**config.mk**
```make
export PLATFORM = sky130hd
export DESIGN_NAME = fskgen_wavegen
export DESIGN_NICKNAME = d
export VERILOG_FILES = /design/src/rtl/fskgen_pkg.sv /design/src/rtl/fskgen_carrier_sync.sv /design/src/rtl/fskgen_tone_cycle.sv /design/src/rtl/fskgen_frame_seq.sv /design/src/rtl/fskgen_wavegen.sv
export SDC_FILE = /design/constraint.sdc
export NUM_CORES = 1
export LEC_CHECK = 0
export BUFFER_PORTS_ARGS = -buffer_cell sky130_fd_sc_hd__buf_4
export CAP_MARGIN = 25
export CORE_ASPECT_RATIO = 0.9
export CORE_MARGIN = 2
export CORE_UTILIZATION = 30
export CTS_BUF_LIST = sky130_fd_sc_hd__clkbuf_8
export DETAILED_ROUTE_END_ITERATION = 8
export GPL_ROUTABILITY_DRIVEN = 0
export HOLD_SLACK_MARGIN = 0.06
export SKIP_CTS_REPAIR_TIMING = 1
export SYNTH_ARGS = -nofsm -noshare
export SYNTH_HDL_FRONTEND = slang
export SYNTH_SLANG_ARGS = --single-unit
```
**constraint.sdc**
```tcl
create_clock -name clk -period 7.9 [get_ports clk]
set_input_delay 1.185 -clock clk [delete_from_list [all_inputs] [get_ports clk]]
set_output_delay 1.185 -clock clk [all_outputs]
set_load 0.02 [all_outputs]
```
**src/rtl/fskgen_pkg.sv**
```systemverilog
package fskgen_pkg;

  typedef enum logic [2:0] {
    SEG_LEAD  = 3'd0,
    SEG_SOF   = 3'd1,
    SEG_GAP   = 3'd2,
    SEG_BIT_A = 3'd3,
    SEG_BIT_B = 3'd4
  } seg_e;

  typedef enum logic {
    TONE_SHORT = 1'b0,
    TONE_LONG  = 1'b1
  } tone_e;

  localparam int unsigned SOF_BURSTS = 8;

  // Tone of each burst in the start marker, in transmission order.
  function automatic tone_e sof_tone(input logic [2:0] idx);
    case (idx)
      3'd3, 3'd4, 3'd5, 3'd7: sof_tone = TONE_LONG;
      default:                sof_tone = TONE_SHORT;
    endcase
  endfunction

  // First or second half of a data bit: a 1 goes long then short.
  function automatic tone_e bit_tone(input logic bitv, input logic second);
    bit_tone = (bitv ^ second) ? TONE_LONG : TONE_SHORT;
  endfunction

  // A spacer precedes every bit whose index sits at the top of a nibble.
  function automatic logic needs_gap(input int idx, input int nib);
    needs_gap = (idx >= 0) && ((idx % nib) == (nib - 1));
  endfunction

  // Drive level at a given sample position of a tone cycle.
  function automatic logic tone_level(input tone_e t, input int unsigned samp,
                                      input int unsigned s_hi, input int unsigned l_hi);
    tone_level = samp < ((t == TONE_SHORT) ? s_hi : l_hi);
  endfunction

endpackage

```
**src/rtl/fskgen_carrier_sync.sv**
```systemverilog
module fskgen_carrier_sync #(
  parameter int STAGES = 2
) (
  input  logic clk,
  input  logic rst_n,
  input  logic carrier_in,
  output logic edge_o
);

  logic [STAGES-1:0] sync_q;
  logic              prev_q;

  always_ff @(posedge clk or negedge rst_n) begin
    if (!rst_n) begin
      sync_q <= '0;
      prev_q <= 1'b0;
    end else begin
      sync_q[0] <= carrier_in;
      for (int i = 1; i < STAGES; i++) sync_q[i] <= sync_q[i-1];
      prev_q <= sync_q[STAGES-1];
    end
  end

  assign edge_o = sync_q[STAGES-1] & ~prev_q;

endmodule

```
**src/rtl/fskgen_tone_cycle.sv**
```systemverilog
module fskgen_tone_cycle
  import fskgen_pkg::*;
#(
  parameter int SHORT_PER = 8,
  parameter int SHORT_HI  = 2,
  parameter int LONG_PER  = 10,
  parameter int LONG_HI   = 3
) (
  input  logic  clk,
  input  logic  rst_n,
  input  logic  restart,
  input  logic  adv,
  input  tone_e tone,
  output logic  level,
  output logic  cyc_done,
  output logic [$clog2((SHORT_PER > LONG_PER) ? SHORT_PER : LONG_PER)-1:0] samp_o
);

  localparam int MAX_PER = (SHORT_PER > LONG_PER) ? SHORT_PER : LONG_PER;
  localparam int SAMP_W  = $clog2(MAX_PER);

  logic [SAMP_W-1:0] samp_q;
  logic [SAMP_W-1:0] per_m1;

  always_comb begin
    per_m1   = (tone == TONE_SHORT) ? SAMP_W'(SHORT_PER - 1) : SAMP_W'(LONG_PER - 1);
    cyc_done = (samp_q == per_m1);
    level    = tone_level(tone, 32'(samp_q), SHORT_HI, LONG_HI);
  end

  always_ff @(posedge clk or negedge rst_n) begin
    if (!rst_n)       samp_q <= '0;
    else if (restart) samp_q <= '0;
    else if (adv)     samp_q <= cyc_done ? '0 : samp_q + 1'b1;
  end

  assign samp_o = samp_q;

endmodule

```
**src/rtl/fskgen_frame_seq.sv**
```systemverilog
module fskgen_frame_seq
  import fskgen_pkg::*;
#(
  parameter int ID_BITS   = 44,
  parameter int NIB       = 4,
  parameter int SHORT_REP = 6,
  parameter int LONG_REP  = 5
) (
  input  logic               clk,
  input  logic               rst_n,
  input  logic               restart,
  input  logic               adv,
  input  logic               cyc_done,
  input  logic [ID_BITS-1:0] id,
  output tone_e              tone,
  output seg_e               seg_o,
  output logic               frame_wrap
);

  localparam int BIT_W   = $clog2(ID_BITS);
  localparam int MAX_REP = (SHORT_REP > LONG_REP) ? SHORT_REP : LONG_REP;
  localparam int CYC_W   = $clog2(MAX_REP + 1);
  localparam int SOF_W   = $clog2(SOF_BURSTS);

  seg_e             seg_q;
  logic [CYC_W-1:0] cyc_q;
  logic [SOF_W-1:0] sof_q;
  logic [BIT_W-1:0] bit_q;

  logic             single;
  logic             cur_bit;
  logic [CYC_W-1:0] reps_m1;
  logic             burst_last;
  logic             elem_done;
  logic             first_gap;
  logic             next_gap;

  always_comb begin
    cur_bit = id[bit_q];
    single  = 1'b0;
    case (seg_q)
      SEG_SOF:   tone = sof_tone(3'(sof_q));
      SEG_BIT_A: tone = bit_tone(cur_bit, 1'b0);
      SEG_BIT_B: tone = bit_tone(cur_bit, 1'b1);
      default: begin
        tone   = TONE_SHORT;
        single = 1'b1;
      end
    endcase
    if (single)                  reps_m1 = '0;
    else if (tone == TONE_SHORT) reps_m1 = CYC_W'(SHORT_REP - 1);
    else                         reps_m1 = CYC_W'(LONG_REP - 1);
    burst_last = (cyc_q == reps_m1);
    elem_done  = adv & cyc_done & burst_last;
    first_gap  = needs_gap(ID_BITS - 1, NIB);
    next_gap   = needs_gap(int'(bit_q) - 1, NIB);
    frame_wrap = elem_done & (seg_q == SEG_BIT_B) & (bit_q == '0);
  end

  always_ff @(posedge clk or negedge rst_n) begin
    if (!rst_n) begin
      seg_q <= SEG_LEAD;
      cyc_q <= '0;
      sof_q <= '0;
      bit_q <= BIT_W'(ID_BITS - 1);
    end else if (restart) begin
      seg_q <= SEG_LEAD;
      cyc_q <= '0;
      sof_q <= '0;
      bit_q <= BIT_W'(ID_BITS - 1);
    end else if (adv && cyc_done) begin
      if (!burst_last) begin
        cyc_q <= cyc_q + 1'b1;
      end else begin
        cyc_q <= '0;
        case (seg_q)
          SEG_LEAD: begin
            seg_q <= SEG_SOF;
            sof_q <= '0;
          end
          SEG_SOF: begin
            if (sof_q != SOF_W'(SOF_BURSTS - 1)) begin
              sof_q <= sof_q + 1'b1;
            end else begin
              bit_q <= BIT_W'(ID_BITS - 1);
              seg_q <= first_gap ? SEG_GAP : SEG_BIT_A;
            end
          end
          SEG_GAP:   seg_q <= SEG_BIT_A;
          SEG_BIT_A: seg_q <= SEG_BIT_B;
          default: begin
            if (bit_q == '0) begin
              seg_q <= SEG_LEAD;
              bit_q <= BIT_W'(ID_BITS - 1);
            end else begin
              bit_q <= bit_q - 1'b1;
              seg_q <= next_gap ? SEG_GAP : SEG_BIT_A;
            end
          end
        endcase
      end
    end
  end

  assign seg_o = seg_q;

endmodule

```
**src/rtl/fskgen_wavegen.sv**
```systemverilog
module fskgen_wavegen
  import fskgen_pkg::*;
#(
  parameter int ID_BITS     = 44,
  parameter int LO_W        = 32,
  parameter int HI_IN_W     = 16,
  parameter int NIB         = 4,
  parameter int SHORT_PER   = 8,
  parameter int SHORT_HI    = 2,
  parameter int SHORT_REP   = 6,
  parameter int LONG_PER    = 10,
  parameter int LONG_HI     = 3,
  parameter int LONG_REP    = 5,
  parameter int SYNC_STAGES = 2
) (
  input  logic               clk,
  input  logic               rst_n,
  input  logic               carrier_in,
  input  logic               load,
  input  logic [HI_IN_W-1:0] id_hi,
  input  logic [LO_W-1:0]    id_lo,
  input  logic               stop,
  output logic               coil_open,
  output logic               running,
  output logic               load_err
);

  localparam int HI_BITS = ID_BITS - LO_W;
  localparam int MAX_PER = (SHORT_PER > LONG_PER) ? SHORT_PER : LONG_PER;
  localparam int SAMP_W  = $clog2(MAX_PER);

  logic [ID_BITS-1:0] id_q;
  logic               carrier_edge;
  logic               hi_over;
  logic               tick;
  logic               adv;
  logic               stop_hit;
  logic               level;
  logic               cyc_done;
  logic               frame_wrap;
  tone_e              tone;
  seg_e               seg_w;
  logic [SAMP_W-1:0]  samp_w;

  fskgen_carrier_sync #(.STAGES(SYNC_STAGES)) sync_i (
    .clk        (clk),
    .rst_n      (rst_n),
    .carrier_in (carrier_in),
    .edge_o     (carrier_edge)
  );

  assign hi_over  = (id_hi >> HI_BITS) != '0;
  assign tick     = carrier_edge & running & ~load;
  assign stop_hit = tick & stop;
  assign adv      = tick & ~stop;

  fskgen_tone_cycle #(
    .SHORT_PER (SHORT_PER),
    .SHORT_HI  (SHORT_HI),
    .LONG_PER  (LONG_PER),
    .LONG_HI   (LONG_HI)
  ) tone_i (
    .clk      (clk),
    .rst_n    (rst_n),
    .restart  (load & ~hi_over),
    .adv      (adv),
    .tone     (tone),
    .level    (level),
    .cyc_done (cyc_done),
    .samp_o   (samp_w)
  );

  fskgen_frame_seq #(
    .ID_BITS   (ID_BITS),
    .NIB       (NIB),
    .SHORT_REP (SHORT_REP),
    .LONG_REP  (LONG_REP)
  ) seq_i (
    .clk        (clk),
    .rst_n      (rst_n),
    .restart    (load & ~hi_over),
    .adv        (adv),
    .cyc_done   (cyc_done),
    .id         (id_q),
    .tone       (tone),
    .seg_o      (seg_w),
    .frame_wrap (frame_wrap)
  );

  always_ff @(posedge clk or negedge rst_n) begin
    if (!rst_n) begin
      id_q      <= '0;
      running   <= 1'b0;
      coil_open <= 1'b0;
      load_err  <= 1'b0;
    end else if (load) begin
      coil_open <= 1'b0;
      if (hi_over) begin
        load_err <= 1'b1;
        running  <= 1'b0;
      end else begin
        load_err <= 1'b0;
        running  <= 1'b1;
        id_q     <= {id_hi[HI_BITS-1:0], id_lo};
      end
    end else if (stop_hit) begin
      running   <= 1'b0;
      coil_open <= 1'b0;
    end else if (adv) begin
      coil_open <= level;
    end
  end

endmodule

```
# Word level (Yosys, flattened, before mapping)
# Cells that the tools add are included.
# W data, S select, Z words.
[classes] reduce_logical=19 n_addsub=5 n_eq_ne=15 n_bitwise=11 n_lt_le_gt_ge=3 muxes=41
[ops] op="$mux W3" n=13
[ops] op="$ge A32 B1 Y1 const B" n=1
[ops] op="$lt A4 B32 Y1" n=1
[ops] op="$mux W6" n=5
[ops] op="$mux W4" n=4
[ops] op="$reduce_bool A16 Y1" n=1
[ops] op="$eq A3 B3 Y1 const B" n=5
[ops] op="$mux W1" n=14
[ops] op="$pmux W3 S4" n=1
[ops] op="$pmux W6 S2" n=1
[ops] op="$eq A3 B2 Y1 const B" n=3
[ops] op="$reduce_and A4 Y1" n=2
[ops] op="$reduce_bool A2 Y1" n=4
[ops] op="$and A1 B1 Y1" n=7
[ops] op="$lt A6 B7 Y1 const B" n=1
[ops] op="$sub A6 B1 Y7 const B" n=1
[ops] op="$add A3 B1 Y3 const B" n=2
[ops] op="$bmux W1 S6" n=1
[ops] op="$logic_not A6 Y1" n=1
[ops] op="$pmux W3 S2" n=1
[ops] op="$reduce_bool A3 Y1" n=2
[ops] op="$reduce_or A3 Y1" n=2
[ops] op="$sub A6 B1 Y6 const B" n=1
[ops] op="$add A4 B1 Y4 const B" n=1
[ops] op="other kinds (15)" n=19
[totals] reg_bits=69 in_bits=53 output_inout_bits=3

# Depth between registers and ports, before layout
# Gate-level depths: netlist of the first run.
[logic_depth] ltp_word=11 ltp_mapped=11 depth_no_buf=9

# Modules after synthesis
# A second synthesis of the first run with hierarchy kept.
[unflattened] cells_unflattened=327 area_unflattened_um2=3843.7
[modules_own_cells] mod="fskgen_wavegen" cells_per_inst=108 area_each_um2=1890.6 instances=1
[modules_own_cells] mod="fskgen_frame_seq" cells_per_inst=185 area_each_um2=1597.8 instances=1
[modules_own_cells] mod="fskgen_tone_cycle" cells_per_inst=30 area_each_um2=266.5 instances=1
[modules_own_cells] mod="fskgen_carrier_sync" cells_per_inst=4 area_each_um2=88.8 instances=1

# Least setup slack after synthesis of the first run
# Ideal clock, no wire load.
[synth_path] path_kind="input-to-reg" from="in id_hi[14]" to="reg seq_i.seg_q[1], in the netlist seq_i.seg_o[1]" path_stages=8 setup_slack_ps=5210 setup_ps=136 arrival_ps=2554 required_time_ps=7764 cell_sequence="nand2b_1 > nor4_2 > a31oi_1 > and3_1 > nor3_1 > o21ai_0 > nor2_1 > a211oi_1"
[synth_between] elab_chain_cells=5 elab_cells_between_ends=8
[synth_lines] element="start: declaration" line_no="fskgen_wavegen.sv:20" source="input logic [HI_IN_W-1:0] id_hi,"
[synth_lines] element="$reduce_bool A16 Y1 (*)" line_no="fskgen_wavegen.sv:52" source="assign hi_over = (id_hi >> HI_BITS) != '0;"
[synth_lines] element="$not A1 Y1 (no line) (*)"
[synth_lines] element="$and A1 B1 Y1 (*)" line_no="fskgen_wavegen.sv:81" source=".restart (load & ~hi_over),"
[synth_lines] element="$ne A3 B2 Y1 (no line) / $reduce_bool A2 Y1 (equally long branches)"
[synth_lines] element="$reduce_and A3 Y1 (no line)"
[synth_lines] element="end signal: assignment" line_no="fskgen_frame_seq.sv:86" source="seg_q <= first_gap ? SEG_GAP : SEG_BIT_A;"
[synth_lines] element="end signal: assignment" line_no="fskgen_frame_seq.sv:97" source="seg_q <= next_gap ? SEG_GAP : SEG_BIT_A;"
[synth_lines] element="end: declaration" line_no="fskgen_frame_seq.sv:25" source="seg_e seg_q;"
# Mark *: on every way between the ends. The rest lies on a longest branch, timed or not.
# A chain may end at the register's enable or synchronous reset.

# Final worst setup path of the first run
[layout_path] from="reg seq_i.bit_q[0]" to="reg seq_i.bit_q[0]"
[layout_between] elab_chain_cells=9 elab_cells_between_ends=21
[layout_lines] element="start: declaration" line_no="fskgen_frame_seq.sv:28" source="logic [BIT_W-1:0] bit_q;"
[layout_lines] element="start signal: assignment" line_no="fskgen_frame_seq.sv:65" source="bit_q <= BIT_W'(ID_BITS - 1);"
[layout_lines] element="start signal: assignment" line_no="fskgen_frame_seq.sv:70" source="bit_q <= BIT_W'(ID_BITS - 1);"
[layout_lines] element="start signal: assignment" line_no="fskgen_frame_seq.sv:85" source="bit_q <= BIT_W'(ID_BITS - 1);"
[layout_lines] element="$bmux W1 S6" line_no="fskgen_frame_seq.sv:39" source="cur_bit = id[bit_q];"
[layout_lines] element="$mux W1 (not written as such)" line_no="fskgen_frame_seq.sv:39"
[layout_lines] element="$mux W1" line_no="fskgen_pkg.sv:28" source="bit_tone = (bitv ^ second) ? TONE_LONG : TONE_SHORT;"
[layout_lines] element="$pmux W1 S3" line_no="fskgen_frame_seq.sv:41" source="case (seg_q)"
[layout_lines] element="$mux W1 / $mux W4 (equally long branches)" line_no="fskgen_frame_seq.sv:51, fskgen_tone_cycle.sv:26"
[layout_lines] element="$mux W3 / $eq A4 B4 Y1 (equally long branches)" line_no="fskgen_frame_seq.sv:50, fskgen_tone_cycle.sv:27"
[layout_lines] element="$eq A3 B3 Y1 / $logic_and A1 B1 Y1 (equally long branches)" line_no="fskgen_frame_seq.sv:53, fskgen_frame_seq.sv:71"
[layout_lines] element="$reduce_bool A2 Y1 (no line)"
[layout_lines] element="$reduce_and A4 Y1 (no line)"
# Parallel ways exist; a longest one is shown, timed or not. The select of a mux whose other input is x is not followed.

==> results of run 1 <==
## worst register-to-register path, stage by stage, from the launching register on
cell      delay, ps
dfstp_2         970
mux4_2          610
a41oi_2         250
nand4_2         220
a21boi_2        300
nor4_4           90
o21a_4          270
a31oi_4         210
mux2_4          310
## placed cells by master (no fill, tap or decap), types with 3 or more instances in the layout
| cell | count |
|---|---|
| dfrtp_1 | 65 |
| nand2b_1 | 5 |
| a31oi_1 | 3 |
| clkbuf_8 | 10 |
| inv_1 | 10 |
| nor2b_1 | 6 |
| o21ai_0 | 13 |
| a211oi_1 | 4 |
| a22oi_1 | 6 |
| mux2i_1 | 20 |
| nor2_1 | 19 |
| ha_1 | 6 |
| nor3_1 | 7 |
| nand2_1 | 155 |
| mux4_2 | 3 |
| bufinv_16 | 4 |
| nand3_1 | 13 |
| buf_4 | 57 |
| a21oi_1 | 7 |
| o211ai_1 | 4 |
| dfstp_2 | 4 |
| or2_2 | 3 |
| and3_1 | 5 |
## power groups by stage
| stage | Combinational, W | Sequential, W | Clock (W) |
|---|---|---|---|
| final | 0.000211 | 0.000464 | 0.000389 |
| after detailed placement | 0.000211 | 0.000473 | 0 |
| after global placement | 0.000205 | 0.000471 | 0 |
| after floorplan | 0.000178 | 0.000437 | 0 |
| after global routing | 0.000241 | 0.000474 | 0.000408 |
| after CTS | 0.000213 | 0.000467 | 0.000397 |
## final timing paths
check / from / endpoint / slack, ps / cells past startpoint
min in group asynchronous: rst_n / id_q[23]$_DFFE_PN0P_ / 950 / 1
max reg2reg: seq_i.bit_q[0]$_DFFE_PN1P_ / seq_i.bit_q[0]$_DFFE_PN1P_ / 4610 / 8
min: sync_i.sync_q[0]$_DFF_PN0_ / sync_i.sync_q[1]$_DFF_PN0_ / 360 / 0
max: seq_i.bit_q[0]$_DFFE_PN1P_ / seq_i.bit_q[0]$_DFFE_PN1P_ / 4610 / 8
min reg2reg: sync_i.sync_q[0]$_DFF_PN0_ / sync_i.sync_q[1]$_DFF_PN0_ / 360 / 0
max in group asynchronous: rst_n / tone_i.samp_o[0]$_DFFE_PN0P_ / 6380 / 1
## metrics by stage
stage | std cells | worst slack (ps)
final | 632 | 4610
after global routing | 632 | 4390
after CTS | 631 | 4580
after detailed placement | 615 | 4570
after global placement | 615 | 4580
after floorplan | 419 | 5210
## cells by family (layout without fill, tap and decap cells)
logic type / count (synthesis) / after routing / synth area share (%)
flip-flops: 69 / 69 / 47.1
adder cells (fa/ha/maj): 6 / 6 / 2.04
AO/OA/AOI/OAI: 55 / 55 / 11.0
AND/OR/NAND/NOR: 232 / 232 / 28.2
multiplexers: 24 / 24 / 7.69
buffers and inverters: 31 / 84 / 3.50
XOR/XNOR: 2 / 2 / 0.476
## layout make-up
class / count / share of cell area, %
clock inverter: 6 / 2.96
inverter: 10 / 0.831
multi-input combinational: 319 / 40.5
clock buffer: 10 / 3.05
tap: 160 / 4.43
timing repair buffer: 58 / 9.92
sequential: 69 / 38.3
## sequential cells by signal (all words and copies together) (netlist names)
| register | count |
|---|---|
| id_q | 44 |
| seq_i.bit_q | 6 |
| tone_i.samp_o | 4 |
| seq_i.cyc_q | 3 |
| seq_i.seg_o | 3 |
| seq_i.sof_q | 3 |
| sync_i.sync_q | 2 |
| coil_open | 1 |
| load_err | 1 |
| running | 1 |
| sync_i.prev_q | 1 |
## routing by layer
| layer | part of all wire [%] | GRT usage, % | routed length [um] | vias up |
|---|---|---|---|---|
| met1 | 46 | 17.7 | 3940 | 1445 |
| met4 | 1.6 | 4.73 | 136 | 0 |
| met3 | 4.2 | 2.82 | 353 | 11 |
| met5 | 0 | 0 | 0 | - |
| li1 | - | - | - | 1514 |
| met2 | 48 | 23.7 | 4060 | 65 |
==> reports/qor.csv, run 1 <==
metric,value,unit
period_minus_slack,3290,ps
antenna_found_initial,0,
syn_nets,478,
antenna_cells,0,
cts_made_buffers,9,
placed_area,4220,um2
rsz0062_at_grt,no,
final_area,4520,um2
cp_cell_sequence,mux4_2 > a41oi_2 > nand4_2 > a21boi_2 > nor4_4 > o21a_4 > a31oi_4 > mux2_4,
critPathMaxFanout,23,
row_count,38,
via_per_inst,4.80,
slew_violations,0,
p_leak,2.26,nW
skew,7.92,ps
synth_most_common_cell,nand2_1,
wl_per_cell,13.4,um
clock_latency,340,ps
ys.warnings.count,0,
syn_to_final_growth,22.8,%
cp_slowest_stage_delay,970,ps
track_usage,13.9,%
finalHoldViolations,0,
hold_slack,355,ps
first_pass_iters,4,
seq_area_frac_synth,47.1,%
fillers,1250,
pwr-share-seq,43.6,%
cp_slowest_cell,dfstp_2,
io_pins,56,
fin_tns_setup,0,ps
slew_headroom,41.8,%
grt_max_degree,70,
die_x,121,um
worstPathArrival,3560,ps
p_sw,0.000297,W
cts_tree,yes,
syn_area,3680,um2
clockBufferDepth,2,
synth_common_cells,"nand2_1, dfrtp_1, mux2i_1, nor2_1, clkbuf_1",
route.detailed.drc,0,
worstSetupStartpointType,register,
end_kind,register,
cts-htree-levels,3,
grt_pass1_vias,3088,
avgSynthCellArea,8.78,um2
yosysTopAreaCell,dfrtp_1,
cts_sinks,69,
final_util,37.5,%
final_antenna_net_count,0,
period_share,41.6,%
synth_cells,419,
vdd_ir_drop_max,0.0923,mV
die_h,109,um
maxCapViolCount,0,
port-buffer-count,55,
swShare,27.9,%
dieArea,13200,um2
crit_family,compound AO/OA/AOI/OAI gates,
hpwlAfterDp,5.82,mm
finalPower,0.00106,W
fmax,0.304,GHz
clk_pin_slew,70,ps
critPathBufInv,0,
yosysTopAreaCellShare,44.2,%
synth_flop_cell,dfrtp_1,
status,finished clean,
ys_types,54,
min_path_type,reg2reg,
internal_power,0.000767,W
drive_above_1_share,20.1,%
clkPwrFrac,36.6,%
async_flop_share,100,%
vias,3035,
grt_first_pass_wirelength,14.6,mm
criticalPathCategory,reg2reg,
cts-root-buf,clkbuf_8,
synth_edf_count,0,
cp.required,8170,ps
overflow,0,
drt_iter0_markers,137,
wl,8.48,mm
ys_ff_latch,69,
combPwrFrac,19.8,%
powerDensity,236,nW/um2
synthTopCellsByArea,"dfrtp_1, nand2_1, mux2i_1",
multi_input_area,1830,um2
tightest_slew,873,ps
core,12000,um2
initial_core_util,30.6,%
setup_viol,0,
fin_nets,526,
ff_latch_area,1730,um2
No activity file was read; power rests on OpenSTA's default activity.
==> run 2, diff against run 1 <==
==> constraint.sdc (replaced) <==
create_clock -name clk -period 3 [get_ports clk]
set_input_delay 0.45 -clock clk [delete_from_list [all_inputs] [get_ports clk]]
set_output_delay 0.45 -clock clk [all_outputs]
set_load 0.02 [all_outputs]
==> run 2 against run 1 <==
Die area unchanged. Sequential power grew to 2.6 times the previous value. Sequential share of layout area is 0.30 points lower. Count of clock-buffer cells in the layout stayed put. Critical path depth unchanged. Largest power group unchanged.
==> reports/qor.csv, run 2 (synthesized netlist as in run 1, its figures left out) <==
metric,value,unit,change
status,finished clean,,unchanged
hold_start,carrier_in,,was sync_i.sync_q[0]$_DFF_PN0_
period_share,94.9,%,was 41.6%
min_path_type,in2reg,,was reg2reg
wl_met1,4.13,mm,was 3.94 mm
syn_to_final_growth,23.7,%,was 22.8%
cp.required,3280,ps,was 8170 ps
fin_nets,532,,was 526
track_usage,14.9,%,was 13.9%
worstSetupStartpointType,register,,unchanged
port-buffer-count,55,,unchanged
cts_tree,yes,,unchanged
clock_latency,350,ps,was 340 ps
wl_met2,4.06,mm,about the same
grt_max_degree,70,,unchanged
critPathBufInv,0,,unchanged
clk_pin_slew,80,ps,was 70 ps
final_common_cell,nand2_1,,unchanged
route.top_layer_used,met4,,unchanged
critPathMaxFanout,9,,was 23
slew_violations,0,,unchanged
antenna_cells,0,,unchanged
core,12000,um2,unchanged
die_x,121,um,unchanged
worstPathArrival,3120,ps,was 3560 ps
final_util,37.8,%,was 37.5%
first_pass_iters,4,,unchanged
largest_register_ffs,44,,unchanged
p_leak,2.28,nW,was 2.26 nW
finalPower,0.00277,W,was 0.00106 W
via_per_inst,4.78,,was 4.80
initial_core_util,30.6,%,unchanged
wl_met3,346,um,was 353 um
overflow,0,,unchanged
wl,8.79,mm,was 8.48 mm
grt_pass1_vias,3276,,"was 3,088"
cp.depth,8,,unchanged
crit_family,multiplexers,,was compound AO/OA/AOI/OAI gates
route.detailed.drc,0,,unchanged
wl_per_cell,13.8,um,was 13.4 um
cp_slowest_cell,dfstp_2,,unchanged
hpwlAfterDp,6.33,mm,was 5.82 mm
vdd_ir_drop_max,0.278,mV,was 0.0923 mV
final_antenna_net_count,0,,unchanged
cts-htree-levels,3,,unchanged
io_pins,56,,unchanged
cp_slowest_stage_delay,640,ps,was 970 ps
cts_made_buffers,9,,unchanged
setup_viol,0,,unchanged
grt_first_pass_wirelength,15.6,mm,was 14.6 mm
end_kind,register,,unchanged
layout_common_cells,"nand2_1, dfrtp_1, buf_4",,unchanged
vias,3048,,"was 3,035"
clockBufferDepth,2,,unchanged
tightest_slew,874,ps,was 873 ps
dieArea,13200,um2,unchanged
period_minus_slack,2850,ps,was 3290 ps
fin_tns_setup,0,ps,unchanged
slew_headroom,41.7,%,was 41.8%
placed_cells,621,,was 615
row_count,38,,unchanged
hold_depth,1,,was 0
rr_worst_depth,8,,unchanged
cp_cell_sequence,mux4_2 > a41oi_2 > nand4_4 > and3_4 > nor4_4 > o21a_4 > a31oi_4 > mux2_4,,was mux4_2 > a41oi_2 > nand4_2 > a21boi_2 > nor4_4 > o21a_4 > a31oi_4 > mux2_4
cts_sinks,69,,unchanged
maxCapViolCount,0,,unchanged
criticalPathCategory,reg2reg,,unchanged
cp-startpoint,seq_i.bit_q[0]$_DFFE_PN1P_,,unchanged
die_h,109,um,unchanged
drt_iter0_markers,148,,was 137
fmax,0.351,GHz,was 0.304 GHz
regMostFlops,id_q,,unchanged
antenna_found_initial,0,,unchanged
skew,9.47,ps,was 7.92 ps
fin_cells,638,,was 632
drive_above_1_share,21.3,%,was 20.1%
powerDensity,609,nW/um2,was 236 nW/um2
finalHoldViolations,0,,unchanged
reg2reg_from,seq_i.bit_q[0]$_DFFE_PN1P_,,unchanged
cts-root-buf,clkbuf_8,,unchanged
## run 2: final timing paths
kind	end	slack (ps)
setup reg to reg	seq_i.bit_q[0]$_DFFE_PN1P_	150
min in group asynchronous	id_q[42]$_DFFE_PN0P_	210
hold / removal	sync_i.sync_q[0]$_DFF_PN0_	200
setup / recovery	seq_i.bit_q[0]$_DFFE_PN1P_	150
max in group asynchronous	seq_i.cyc_q[2]$_DFFE_PN0P_	2220
hold reg to reg	sync_i.sync_q[1]$_DFF_PN0_	350
## run 2: layout make-up
class / instances / area (um2)
Timing Repair Buffer: 64 / 488
Multi-Input combinational cell: 319 / 1840
Clock buffer: 10 / 138
Fill cell: 1220 / 7480
Sequential cell: 69 / 1730
Clock inverter: 6 / 111
Tap cell: 160 / 200
Inverter: 10 / 37.5
## run 2: layer usage
layer / vias up / track usage [%]
met5: - / 0
met4: 0 / 6.64
met3: 21 / 3.45
met2: 69 / 24.4
met1: 1427 / 19.0
li1: 1531 / -
## run 2: worst register-to-register path, delay by kind of cell (launching register included)
family           cells  cell delay [ps]
AO/OA/AOI/OAI        3              620
multiplexers         2              850
AND/OR/NAND/NOR      3              650
flip-flops           1              640
## run 2: power breakdown
part	switching [W]	total, W	leakage (nW)	internal (W)
Sequential	0.000111	0.00119	0.878	0.00108
Clock	0.000361	0.000936	0.128	0.000575
Combinational	0.000328	0.000646	1.27	0.000318
## run 2: through the flow
stage / hold slack, ps / setup slack [ps] / cell area [um2]
finish: 200 / 153 / 4550
CTS: 181 / 158 / 4520
detailed placement: 336 / 183 / 4270
global placement: 338 / 223 / 4270
global route: 185 / -9.30 / 4550
floorplan: 154 / 350 / 3680
==> run 3, diff against run 2 <==
--- a/config.mk
+++ b/config.mk
@@ -5,15 +5,18 @@
 export SDC_FILE = /design/constraint.sdc
 export NUM_CORES = 1
 export LEC_CHECK = 0
-export BUFFER_PORTS_ARGS = -buffer_cell sky130_fd_sc_hd__buf_4
 export CAP_MARGIN = 25
+export CELL_PAD_IN_SITES_DETAIL_PLACEMENT = 1
+export CELL_PAD_IN_SITES_GLOBAL_PLACEMENT = 2
 export CORE_ASPECT_RATIO = 0.9
 export CORE_MARGIN = 2
-export CORE_UTILIZATION = 30
+export CORE_UTILIZATION = 36
 export CTS_BUF_LIST = sky130_fd_sc_hd__clkbuf_8
 export DETAILED_ROUTE_END_ITERATION = 8
+export DONT_BUFFER_PORTS = 1
 export GPL_ROUTABILITY_DRIVEN = 0
 export HOLD_SLACK_MARGIN = 0.06
+export PLACE_DENSITY_LB_ADDON = 0.1
 export SKIP_CTS_REPAIR_TIMING = 1
 export SYNTH_ARGS = -nofsm -noshare
 export SYNTH_HDL_FRONTEND = slang
==> run 3 against run 2 <==
Critical path depth stayed put. Die area shrank 16%. Sequential cell count did not move. Total power shrank 3.7%. Highest routed layer unchanged. Clock skew fell by 1.3 ps. Via count decreased by 3.3%. Register-to-register slack barely moved. Combinational power decreased by 4.2%.
==> reports/qor.csv, run 3 (synthesized netlist as in run 1, its figures left out) <==
metric,value,unit,change
status,finished clean,,unchanged
clkPwrFrac,32.3,%,was 33.8%
end_kind,register,,unchanged
rr_worst_depth,8,,unchanged
pwr-share-seq,44.5,%,was 42.9%
antenna_found_initial,0,,unchanged
cts_tree,yes,,unchanged
hold_depth,0,,was 1
initial_core_util,37.6,%,was 30.6%
overflow,0,,unchanged
track_usage,18.7,%,was 14.9%
cts_sinks,69,,unchanged
drive_above_1_share,11.9,%,was 21.3%
internal_power,0.00185,W,was 0.00197 W
first_pass_iters,4,,unchanged
cts-htree-levels,3,,unchanged
vias,2946,,"was 3,048"
crit_family,simple AND/OR/NAND/NOR gates,,was multiplexers
r2r_setup_slack,140,ps,was 150 ps
final_common_cell,nand2_1,,unchanged
reg2reg_from,seq_i.bit_q[0]$_DFFE_PN1P_,,unchanged
rsz0062_at_grt,yes,,
period_share,95.4,%,was 94.9%
worstSetupStartpointType,register,,unchanged
largest_register_ffs,44,,unchanged
syn_to_final_growth,12.1,%,was 23.7%
powerDensity,647,nW/um2,was 609 nW/um2
combPwrFrac,23.2,%,was 23.3%
tightest_slew,513,ps,was 874 ps
die_h,99.9,um,was 109 um
fin_tns_setup,0,ps,unchanged
period_minus_slack,2860,ps,was 2850 ps
p_leak,2.03,nW,was 2.28 nW
core,9780,um2,"was 12,000 um2"
cp_slowest_stage_delay,630,ps,was 640 ps
finalPower,0.00267,W,was 0.00277 W
slew_violations,0,,unchanged
critPathMaxFanout,9,,unchanged
swShare,30.7,%,was 28.9%
port-buffer-count,0,,was 55
skew,8.12,ps,was 9.47 ps
row_count,34,,was 38
regMostFlops,id_q,,unchanged
final_antenna_net_count,0,,unchanged
fmax,0.350,GHz,was 0.351 GHz
hold-path-endpoint,sync_i.sync_q[0]$_DFF_PN0_,,unchanged
die_x,111,um,was 121 um
worstPathArrival,3090,ps,was 3120 ps
layout_common_cells,"nand2_1, dfrtp_1, mux2i_1",,"was nand2_1, dfrtp_1, buf_4"
clk_pin_slew,80,ps,about the same
grt_first_pass_wirelength,16.4,mm,was 15.6 mm
grt_pass1_vias,3183,,"was 3,276"
maxCapViolCount,0,,unchanged
setup_viol,0,,unchanged
min_path_type,in2reg,,unchanged
antenna_cells,0,,unchanged
p_sw,0.000819,W,was 0.000800 W
cp_slowest_cell,dfstp_2,,unchanged
vdd_ir_drop_max,0.311,mV,was 0.278 mV
hold_slack,126,ps,was 200 ps
io_pins,56,,unchanged
cp.required,3230,ps,was 3280 ps
cp_cell_sequence,mux4_2 > a41oi_2 > nand4_2 > and3_4 > nor4_4 > o21a_4 > nand3_1 > mux2i_1,,was mux4_2 > a41oi_2 > nand4_4 > and3_4 > nor4_4 > o21a_4 > a31oi_4 > mux2_4
wl_per_cell,17.1,um,was 13.8 um
clock_latency,350,ps,about the same
grt_max_degree,70,,unchanged
criticalPathCategory,reg2reg,,unchanged
via_per_inst,5.32,,was 4.78
clockBufferDepth,2,,unchanged
fin_nets,482,,was 532
critPathBufInv,0,,unchanged
wl,9.47,mm,was 8.79 mm
drt_iter0_markers,123,,was 148
route.detailed.drc,0,,unchanged
hpwlAfterDp,6.71,mm,was 6.33 mm
dieArea,11000,um2,"was 13,200 um2"
cts_made_buffers,9,,unchanged
reg2reg_to,seq_i.sof_q[0]$_DFFE_PN0P_,,was seq_i.bit_q[0]$_DFFE_PN1P_
cts-root-buf,clkbuf_8,,unchanged
hold_start,carrier_in,,unchanged
slew_headroom,65.7,%,was 41.7%
finalHoldViolations,0,,unchanged
-- run 3: final cells by class --
class / instances / area [um2]
Fill cell: 1149 / 5660
Multi-Input combinational cell: 319 / 1830
Sequential cell: 69 / 1730
Tap cell: 126 / 158
Timing Repair Buffer: 14 / 140
Clock buffer: 10 / 138
Clock inverter: 6 / 86.3
Inverter: 10 / 37.5
-- run 3: power groups by stage --
stage / clock, W / sequential, W / combinational [W]
global route: 0.000937 / 0.00121 / 0.000699
detailed placement: 0 / 0.00121 / 0.000594
finish: 0.000861 / 0.00119 / 0.000619
global placement: 0 / 0.00121 / 0.000569
CTS: 0.000892 / 0.00119 / 0.000601
floorplan: 0 / 0.00115 / 0.000470
-- run 3: how the worst max path moves through the flow --
stage	start	to	depth (start not counted)
3_3_place_gp	seq_i.bit_q[0]$_DFFE_PN1P_	seq_i.bit_q[0]$_DFFE_PN1P_	8
3_5_place_dp	seq_i.bit_q[0]$_DFFE_PN1P_	seq_i.sof_q[1]$_DFFE_PN0P_	8
6_report	seq_i.bit_q[0]$_DFFE_PN1P_	seq_i.sof_q[0]$_DFFE_PN0P_	8
2_1_floorplan	seq_i.bit_q[0]$_DFFE_PN1P_	seq_i.bit_q[0]$_DFFE_PN1P_	9
5_1_grt	seq_i.bit_q[0]$_DFFE_PN1P_	seq_i.seg_o[2]$_DFFE_PN0P_	8
4_1_cts	seq_i.bit_q[0]$_DFFE_PN1P_	seq_i.sof_q[0]$_DFFE_PN0P_	8
-- run 3: worst reg2reg max path, delay by kind of cell, from the launching register on --
| family | cells | cell delay [ps] |
|---|---|---|
| multiplexers | 2 | 710 |
| AO/OA/AOI/OAI | 2 | 480 |
| AND/OR/NAND/NOR | 4 | 910 |
| flip-flops | 1 | 630 |
-- run 3: routing by layer --
| layer | vias to the layer above | routed length, um | GRT usage, % |
|---|---|---|---|
| li1 | 1426 | - | - |
| met1 | 1454 | 4900 | 26.9 |
| met2 | 56 | 4060 | 28.4 |
| met3 | 10 | 409 | 4.65 |
| met4 | 0 | 108 | 4.90 |
| met5 | - | 0 | 0 |
-- run 3: through the flow --
stage,util [%],area [um2],instances,setup WS (ps)
floorplan,-,3680,419,350
global placement,39.4,3860,536,231
detailed placement,39.4,3860,536,116
CTS,41.7,4080,552,96.9
global route,42.1,4120,554,-15.1
finish,42.1,4120,554,139
